$ cat src/rtl/bwd_pkg.sv
package bwd_pkg;
  localparam int ADDR_W  = 32;
  localparam int GRAN_W  = 20;
  localparam int FIELD_W = ADDR_W - GRAN_W;
  localparam int WIDE_W  = 2 * ADDR_W;

  typedef enum logic [1:0] {
    CMD_RD      = 2'd0,
    CMD_RD_LINE = 2'd1,
    CMD_RD_MULT = 2'd2,
    CMD_WR      = 2'd3
  } mem_cmd_e;

  typedef enum logic [2:0] {
    SEL_NP_BASE    = 3'd0,
    SEL_NP_LIM     = 3'd1,
    SEL_PF_BASE    = 3'd2,
    SEL_PF_LIM     = 3'd3,
    SEL_PF_BASE_HI = 3'd4,
    SEL_PF_LIM_HI  = 3'd5,
    SEL_CTRL       = 3'd6,
    SEL_NONE       = 3'd7
  } cfg_sel_e;

  typedef struct packed {
    logic [FIELD_W-1:0] np_base;
    logic [FIELD_W-1:0] np_lim;
    logic [FIELD_W-1:0] pf_base;
    logic [FIELD_W-1:0] pf_lim;
    logic [ADDR_W-1:0]  pf_base_hi;
    logic [ADDR_W-1:0]  pf_lim_hi;
    logic               mem_en;
    logic               mst_en;
  } cfg_state_t;
endpackage

$ cat src/rtl/bwd_cfg_regs.sv
module bwd_cfg_regs
  import bwd_pkg::*;
(
  input  logic              clk,
  input  logic              rst_n,
  input  logic              cfg_we,
  input  logic [2:0]        cfg_sel,
  input  logic [ADDR_W-1:0] cfg_wdata,
  output logic [ADDR_W-1:0] cfg_rdata,
  output cfg_state_t        cfg
);
  localparam int LOW_W = 4;

  cfg_state_t st_q;
  cfg_sel_e   sel;

  assign sel = cfg_sel_e'(cfg_sel);

  always_ff @(posedge clk or negedge rst_n) begin
    if (!rst_n) begin
      st_q <= '0;
    end else if (cfg_we) begin
      case (sel)
        SEL_NP_BASE:    st_q.np_base    <= cfg_wdata[LOW_W +: FIELD_W];
        SEL_NP_LIM:     st_q.np_lim     <= cfg_wdata[LOW_W +: FIELD_W];
        SEL_PF_BASE:    st_q.pf_base    <= cfg_wdata[LOW_W +: FIELD_W];
        SEL_PF_LIM:     st_q.pf_lim     <= cfg_wdata[LOW_W +: FIELD_W];
        SEL_PF_BASE_HI: st_q.pf_base_hi <= cfg_wdata;
        SEL_PF_LIM_HI:  st_q.pf_lim_hi  <= cfg_wdata;
        SEL_CTRL: begin
          st_q.mem_en <= cfg_wdata[0];
          st_q.mst_en <= cfg_wdata[1];
        end
        default: ;
      endcase
    end
  end

  always_comb begin
    case (sel)
      SEL_NP_BASE:    cfg_rdata = ADDR_W'({st_q.np_base, 4'h0});
      SEL_NP_LIM:     cfg_rdata = ADDR_W'({st_q.np_lim,  4'h0});
      SEL_PF_BASE:    cfg_rdata = ADDR_W'({st_q.pf_base, 4'h1});
      SEL_PF_LIM:     cfg_rdata = ADDR_W'({st_q.pf_lim,  4'h1});
      SEL_PF_BASE_HI: cfg_rdata = st_q.pf_base_hi;
      SEL_PF_LIM_HI:  cfg_rdata = st_q.pf_lim_hi;
      SEL_CTRL:       cfg_rdata = ADDR_W'({st_q.mst_en, st_q.mem_en});
      default:        cfg_rdata = '0;
    endcase
  end

  assign cfg = st_q;
endmodule

$ cat src/rtl/bwd_range_cmp.sv
module bwd_range_cmp #(
  parameter int W = 32
) (
  input  logic [W-1:0] addr,
  input  logic [W-1:0] lo,
  input  logic [W-1:0] hi,
  output logic         hit
);
  assign hit = (addr >= lo) && (addr <= hi);
endmodule

$ cat src/rtl/bwd_decoder.sv
module bwd_decoder
  import bwd_pkg::*;
(
  input  logic        clk,
  input  logic        rst_n,
  input  logic        cfg_we,
  input  logic [2:0]  cfg_sel,
  input  logic [31:0] cfg_wdata,
  output logic [31:0] cfg_rdata,
  input  logic [31:0] txn_addr_lo,
  input  logic [31:0] txn_addr_hi,
  input  logic        txn_dac,
  input  logic        txn_from_sec,
  input  logic [1:0]  txn_cmd,
  input  logic        vga_hit,
  output logic        fwd,
  output logic        prefetch_ok
);
  localparam logic [GRAN_W-1:0] GRAN_ZERO = '0;
  localparam logic [GRAN_W-1:0] GRAN_ONES = '1;

  cfg_state_t cfg;
  logic       mem_en, mst_en;
  logic       np_raw, np_hit, pf_hit, in_window;
  logic       go_down, go_up, is_read, burst_cmd;
  mem_cmd_e   cmd;

  logic [ADDR_W-1:0] np_lo, np_hi;
  logic [WIDE_W-1:0] pf_lo, pf_hi, addr_wide;

  bwd_cfg_regs u_regs (
    .clk       (clk),
    .rst_n     (rst_n),
    .cfg_we    (cfg_we),
    .cfg_sel   (cfg_sel),
    .cfg_wdata (cfg_wdata),
    .cfg_rdata (cfg_rdata),
    .cfg       (cfg)
  );

  assign mem_en = cfg.mem_en;
  assign mst_en = cfg.mst_en;

  assign np_lo     = {cfg.np_base, GRAN_ZERO};
  assign np_hi     = {cfg.np_lim,  GRAN_ONES};
  assign pf_lo     = {cfg.pf_base_hi, cfg.pf_base, GRAN_ZERO};
  assign pf_hi     = {cfg.pf_lim_hi,  cfg.pf_lim,  GRAN_ONES};
  assign addr_wide = {(txn_dac ? txn_addr_hi : {ADDR_W{1'b0}}), txn_addr_lo};

  bwd_range_cmp #(.W(ADDR_W)) u_np_cmp (
    .addr (txn_addr_lo),
    .lo   (np_lo),
    .hi   (np_hi),
    .hit  (np_raw)
  );

  bwd_range_cmp #(.W(WIDE_W)) u_pf_cmp (
    .addr (addr_wide),
    .lo   (pf_lo),
    .hi   (pf_hi),
    .hit  (pf_hit)
  );

  // the 32-bit window cannot see a dual address cycle
  assign np_hit    = np_raw && !txn_dac;
  assign in_window = np_hit || pf_hit;

  assign go_down = !txn_from_sec && mem_en && (in_window || vga_hit);
  assign go_up   =  txn_from_sec && mst_en && !in_window && !vga_hit;
  assign fwd     = go_down || go_up;

  assign cmd       = mem_cmd_e'(txn_cmd);
  assign is_read   = (cmd != CMD_WR);
  assign burst_cmd = (cmd == CMD_RD_LINE) || (cmd == CMD_RD_MULT);

  // overlap of both windows is treated as side-effect space
  assign prefetch_ok = fwd && is_read &&
                       (burst_cmd || (go_down && pf_hit && !np_hit));
endmodule

$ cat config.mk
export PLATFORM = sky130hd
export DESIGN_NAME = bwd_decoder
export DESIGN_NICKNAME = d
export VERILOG_FILES = /design/src/rtl/bwd_pkg.sv /design/src/rtl/bwd_cfg_regs.sv /design/src/rtl/bwd_range_cmp.sv /design/src/rtl/bwd_decoder.sv
export SDC_FILE = /design/constraint.sdc
export NUM_CORES = 1
export LEC_CHECK = 0
export BUFFER_PORTS_ARGS = -buffer_cell sky130_fd_sc_hd__clkbuf_2
export CORE_UTILIZATION = 50
export DETAILED_ROUTE_END_ITERATION = 10
export PLACE_DENSITY = 0.85
export SLEW_MARGIN = 20
export SYNTH_ARGS = -nofsm -noshare
export SYNTH_HDL_FRONTEND = slang
export SYNTH_SLANG_ARGS = --single-unit
export TNS_END_PERCENT = 30
$ cat constraint.sdc
create_clock -name clk -period 3.85 [get_ports clk]
set_input_delay 0.77 -clock clk [delete_from_list [all_inputs] [get_ports clk]]
set_output_delay 0.77 -clock clk [all_outputs]
set_load 0.02 [all_outputs]
# ---- Word-level counts from Yosys, hierarchy flattened
# Cells that the tools add are included.
dict set report word_totals {
  register_bits 114
  inputBits 107
  out_inout_bits 34
  elab_cells 53
}
dict set report classes {
  order_cmp 4
  eq_ne 9
  n_mux 2
  n_reduce_logical 30
}
# cell n
set ops {}
lappend ops {{32-bit case mux with 7 select lines} 1}
lappend ops {{64-bit >= comparator} 1}
lappend ops {{64-bit less-or-equal comparator} 1}
lappend ops {{32-bit >= comparator} 1}
lappend ops {{32-bit less-or-equal comparator} 1}
lappend ops {{32-bit two-way mux} 1}
lappend ops {{2-bit AND reduction} 7}
lappend ops {{1-bit logical AND} 12}
lappend ops {{3-bit == test (second input constant)} 3}
lappend ops {{3-bit by 2-bit == test with 1-bit output (second input constant)} 2}
lappend ops {{1-bit zero test} 5}
lappend ops {{1-bit logical OR} 5}
lappend ops {{3-bit by 1-bit == test with 1-bit output (second input constant)} 1}
lappend ops {{3-bit zero test} 1}
lappend ops {{2-bit by 1-bit == test with 1-bit output (second input constant)} 1}
lappend ops {{2-bit == test (second input constant)} 1}
lappend ops {{2-bit inequality test (second input constant)} 1}

# ---- Longest topological paths before layout
dict set report logic_depth {
  word_depth 10
  mapped_depth 11
  mapped_depth_nobuf 10
}

# ---- Hierarchy
# From an unflattened synthesis, not the netlist that was laid out.
dict set report unflattened {
  hier_cells 1103
  hier_area_um2 10324.9
}
# mod n_inst cells_per_inst area_per_inst_um2 seq_area_each_um2
set modules_own_cells {}
lappend modules_own_cells {bwd_cfg_regs 1 377 5245.0 2852.7}
lappend modules_own_cells {{bwd_range_cmp (u_pf_cmp)} 1 451 3168.0 0.0}
lappend modules_own_cells {{bwd_range_cmp (u_np_cmp)} 1 226 1604.0 0.0}
lappend modules_own_cells {bwd_decoder 1 49 307.8 0.0}

# ---- Worst setup path after synthesis
# OpenSTA, ideal clock, no wires.
dict set report synth_timing {
  path_type {in2out}
  start {input txn_dac}
  end {output prefetch_ok}
  t_arrival_ns 3.386
  required_time_ns 3.080
  path_slack_ns -0.306
  cell_stages 11
  path_buffers 1
  cell_sequence {clkbuf_1 and2_1 ha_1 a21oi_1 o21ai_1 a221o_1 a2111oi_0 o221a_1 nor2_1 or4_4 a221oi_2}
}
dict set report synth_via {
  elab_chain_cells 10
  word_cells_on_any_way 19
  classes_between {2 x order compare; 1 x mux; 16 x reduce/logical}
}
# element line_no
set synth_lines {}
lappend synth_lines {{start, declared} bwd_decoder.sv:12} ;# input logic txn_dac,
lappend synth_lines {{32-bit two-way mux} bwd_decoder.sv:48} ;# assign addr_wide = {(txn_dac ? txn_addr_hi : {ADDR_W{1'b0}}), txn_addr_lo};
lappend synth_lines {{64-bit >= comparator / 64-bit less-or-equal comparator (equally long branches)} bwd_range_cmp.sv:9} ;# assign hit = (addr >= lo) && (addr <= hi);
lappend synth_lines {{1-bit logical AND} bwd_range_cmp.sv:9}
lappend synth_lines {{1-bit logical OR} bwd_decoder.sv:66} ;# assign in_window = np_hit || pf_hit;
lappend synth_lines {{1-bit zero test / 1-bit logical OR (equally long branches)} {bwd_decoder.sv:69, bwd_decoder.sv:68}}
lappend synth_lines {{1-bit logical AND (on tied branches)} {bwd_decoder.sv:69, bwd_decoder.sv:68}}
lappend synth_lines {{1-bit logical AND (on tied branches)} {bwd_decoder.sv:69, bwd_decoder.sv:78}}
lappend synth_lines {{1-bit logical OR / 1-bit logical AND (equally long branches)} {bwd_decoder.sv:70, bwd_decoder.sv:78}}
lappend synth_lines {{1-bit logical AND / 1-bit logical OR (equally long branches)} {bwd_decoder.sv:77, bwd_decoder.sv:78}}
lappend synth_lines {{1-bit logical AND (*)} bwd_decoder.sv:77} ;# assign prefetch_ok = fwd && is_read &&
lappend synth_lines {{end, declared} bwd_decoder.sv:17} ;# output logic prefetch_ok
# Every way passes the cells marked *; elsewhere a longest branch is shown, timed or not.

# ---- Worst setup path in the final report
# Ends and elaborated chain as after synthesis.

==> flow_metrics.env <==
export IMPL_outcome="finished, violations left"
export IMPL_failed_checks="setup timing"
export IMPL_pwr_share_comb_pct=30.5
export IMPL_placed_area_um2=9420
export IMPL_wl_met3_um=1700
export IMPL_grt_pass1_vias=7607
export IMPL_p_per_area_nw_per_um2=486
export IMPL_final_antenna_net_count=0
export IMPL_gp_congestion=0.937
export IMPL_hold_viol_final=0
export IMPL_wl_met1_um=9940
export IMPL_ys_flop_type="dfrtp_1"
export IMPL_hold_buffers=0
export IMPL_track_usage_pct=29.4
export IMPL_die_h_um=129
export IMPL_drc=0
export IMPL_route_met2_wl_um=11600
export IMPL_core_um2=15800
export IMPL_top_layer="met4"
export IMPL_ys_warn_count=0
export IMPL_grt_remaining_overflow=0
export IMPL_critPathLaunchType="input port"
export IMPL_grt_max_degree=67
export IMPL_cts_sinks=114
export IMPL_p_int_w=0.00336
export IMPL_synth_edf_count=0
export IMPL_antennaDiodeCount=0
export IMPL_pwr_share_seq_pct=32.8
export IMPL_largest_register_ffs=114
export IMPL_synth_cell_types=52
export IMPL_drtIter0Drc=580
export IMPL_post_route_min_period_ns=4.46
export IMPL_worstPathRequired_ns=3.08
export IMPL_grt_pass1_wl_um=37200
export IMPL_clock_skew_ns=0
export IMPL_netlist_area_leader_share_pct=35.3
export IMPL_fin_ws_ns=-0.609
export IMPL_critPathMaxFanout=30
export IMPL_slew_headroom_pct=42.0
export IMPL_ir_drop_mv=0.330
export IMPL_end_kind="output pin"
export IMPL_synth_area_leaders="dfrtp_1 35%, ha_1 17%, mux2_2 6.8%"
export IMPL_tritoncts="done"
export IMPL_power_switching_w=0.00160
export IMPL_rrSetupSlack_ns=3.02
export IMPL_area_growth_pct=26.3
export IMPL_die_x_um=129
export IMPL_numCtsBuffers=17
export IMPL_worstHoldPathType="input port to asynchronous set/reset pin"
export IMPL_die_area_um2=16700
export IMPL_syn_nets=1116
export IMPL_finalSetupViolations=2
export IMPL_dr_pass1_iters=5
export IMPL_crit_arrival_ns=3.69
export IMPL_cts_htree_levels=4
export IMPL_criticalPathCategory="input port to output pin"
export IMPL_p_leak_nw=5.10
export IMPL_dp_hpwl_um=17400
export IMPL_clock_latency_ns=0.43
export IMPL_viasPerCell=5.88
export IMPL_antenna_found_initial=0
export IMPL_routedWlPerCell_um=18.7
export IMPL_drv_slew=0
export IMPL_drive_above_1_share_pct=27.5
export IMPL_fmax_mhz=224
export IMPL_clockBufferDepth=2
export IMPL_synth_area_um2=8090
export IMPL_row_count=46
export IMPL_p_sw_share_pct=32.3
export IMPL_syn_inst=898
export IMPL_fin_util_pct=64.5
export IMPL_vias=7677
export IMPL_maxCapViolCount=0
export IMPL_fin_nets=1294
export IMPL_cts_setup_buffers=0
export IMPL_io_pins=141
export IMPL_yosysMostFrequentCell="inv_1"
export IMPL_ys_ff_latch=114
export IMPL_clockPowerShare_pct=36.7
export IMPL_post_route_cell_area_um2=10200
export IMPL_yosysTopAreaCell="dfrtp_1"
export IMPL_fin_hold_ws_ns=0.467
export IMPL_clockRootBuffer="clkbuf_16"
export IMPL_portBuffers=140
export IMPL_path_clk_slew_ns=0.05
export IMPL_initial_core_util_pct=51.1
export IMPL_wirelength_um=24300
export IMPL_ys_async_sr_fraction_pct=100
export IMPL_avgSynthCellArea_um2=9.00
export IMPL_ys_top_cells_by_count="117 x inv_1, 114 x dfrtp_1, 111 x ha_1"
export IMPL_grt_setup_unrepaired="true"
export IMPL_period_share_pct=116
export IMPL_ys_seq_area_share_pct=35.3
export IMPL_tightest_slew_ns=0.869
[logic make-up after synthesis]
group	synth area share (%)
compound gates	15.8
buf+inv	7.06
xor+xnor	0.217
flops	35.3
mux	10.1
fa+ha+maj	17.3
simple gates	14.3
[final cells by class]
cell class / count / area [um^2]
clock buffer: 22 / 464
clock inverter: 10 / 204
fill: 1219 / 5620
inverter: 118 / 443
multi-input combinational: 632 / 4830
sequential: 114 / 2850
tap: 216 / 270
timing repair buffer: 193 / 1150
[worst paths after layout]
check                                  to            from  cells past startpoint
min in group clk           u_regs.cfg[75]  u_regs.cfg[75]                      1
setup reg to reg            u_regs.cfg[0]   u_regs.cfg[0]                      1
hold reg to reg            u_regs.cfg[75]  u_regs.cfg[75]                      1
hold / removal             u_regs.cfg[29]           rst_n                      1
max in group asynchronous  u_regs.cfg[77]           rst_n                      2
setup / recovery              prefetch_ok         txn_dac                     13
[power by group through the flow]
stage	registers, W	clock network, W	logic, W
CTS	0.00162	0.00182	0.00146
global placement	0.00162	0	0.00135
finish	0.00163	0.00182	0.00152
global route	0.00166	0.00187	0.00167
detailed placement	0.00164	0	0.00141
floorplan	0.00159	0	0.000935
[worst max-delay path: stages]
cell and delay, ns:
clkbuf_2 0.10, buf_12 0.16, and2_1 0.17, buf_4 0.14, ha_1 0.29, nand4_1 0.17, nor2_2 0.27, nand4_1 0.17
nor3_1 0.38, nor2_1 0.13, or4_4 0.44, a221oi_4 0.27, clkbuf_8 0.20
[per-stage QoR]
stage | setup TNS (ns) | total power [W] | setup slack [ns] | instances
2_1_floorplan | -0.0906 | 0.00252 | -0.0906 | 898
3_3_place_gp | -0.862 | 0.00297 | -0.519 | 1273
3_5_place_dp | -1.17 | 0.00305 | -0.670 | 1273
4_1_cts | -0.757 | 0.00491 | -0.491 | 1305
5_1_grt | -1.09 | 0.00521 | -0.666 | 1305
6_report | -1.01 | 0.00496 | -0.609 | 1305
[per-layer routing]
metal | global-route usage, % | up-vias
li1 | - | 3523
met1 | 36.3 | 3699
met2 | 48.1 | 376
met3 | 5.20 | 79
met4 | 17.6 | 0
met5 | 0 | -
[cells in the final DEF, fill, tap and decap left out, types with 17 or more instances in the layout]
cell,instances
inv_1,117
buf_4,51
mux2i_1,24
mux2_2,49
nor2_1,25
a21oi_1,47
o21ai_0,80
nand2_1,106
clkbuf_2,137
ha_1,107
nand4_1,21
dfrtp_1,114
clkbuf_16,17
a22o_1,18
and2_1,29
[timing repair]
item                                    4_1_cts  5_1_grt
resized for setup                            10       11
endpoints found under the setup margin        2        2
pin swaps                                     3        4
No activity file was read; power rests on OpenSTA's default activity.
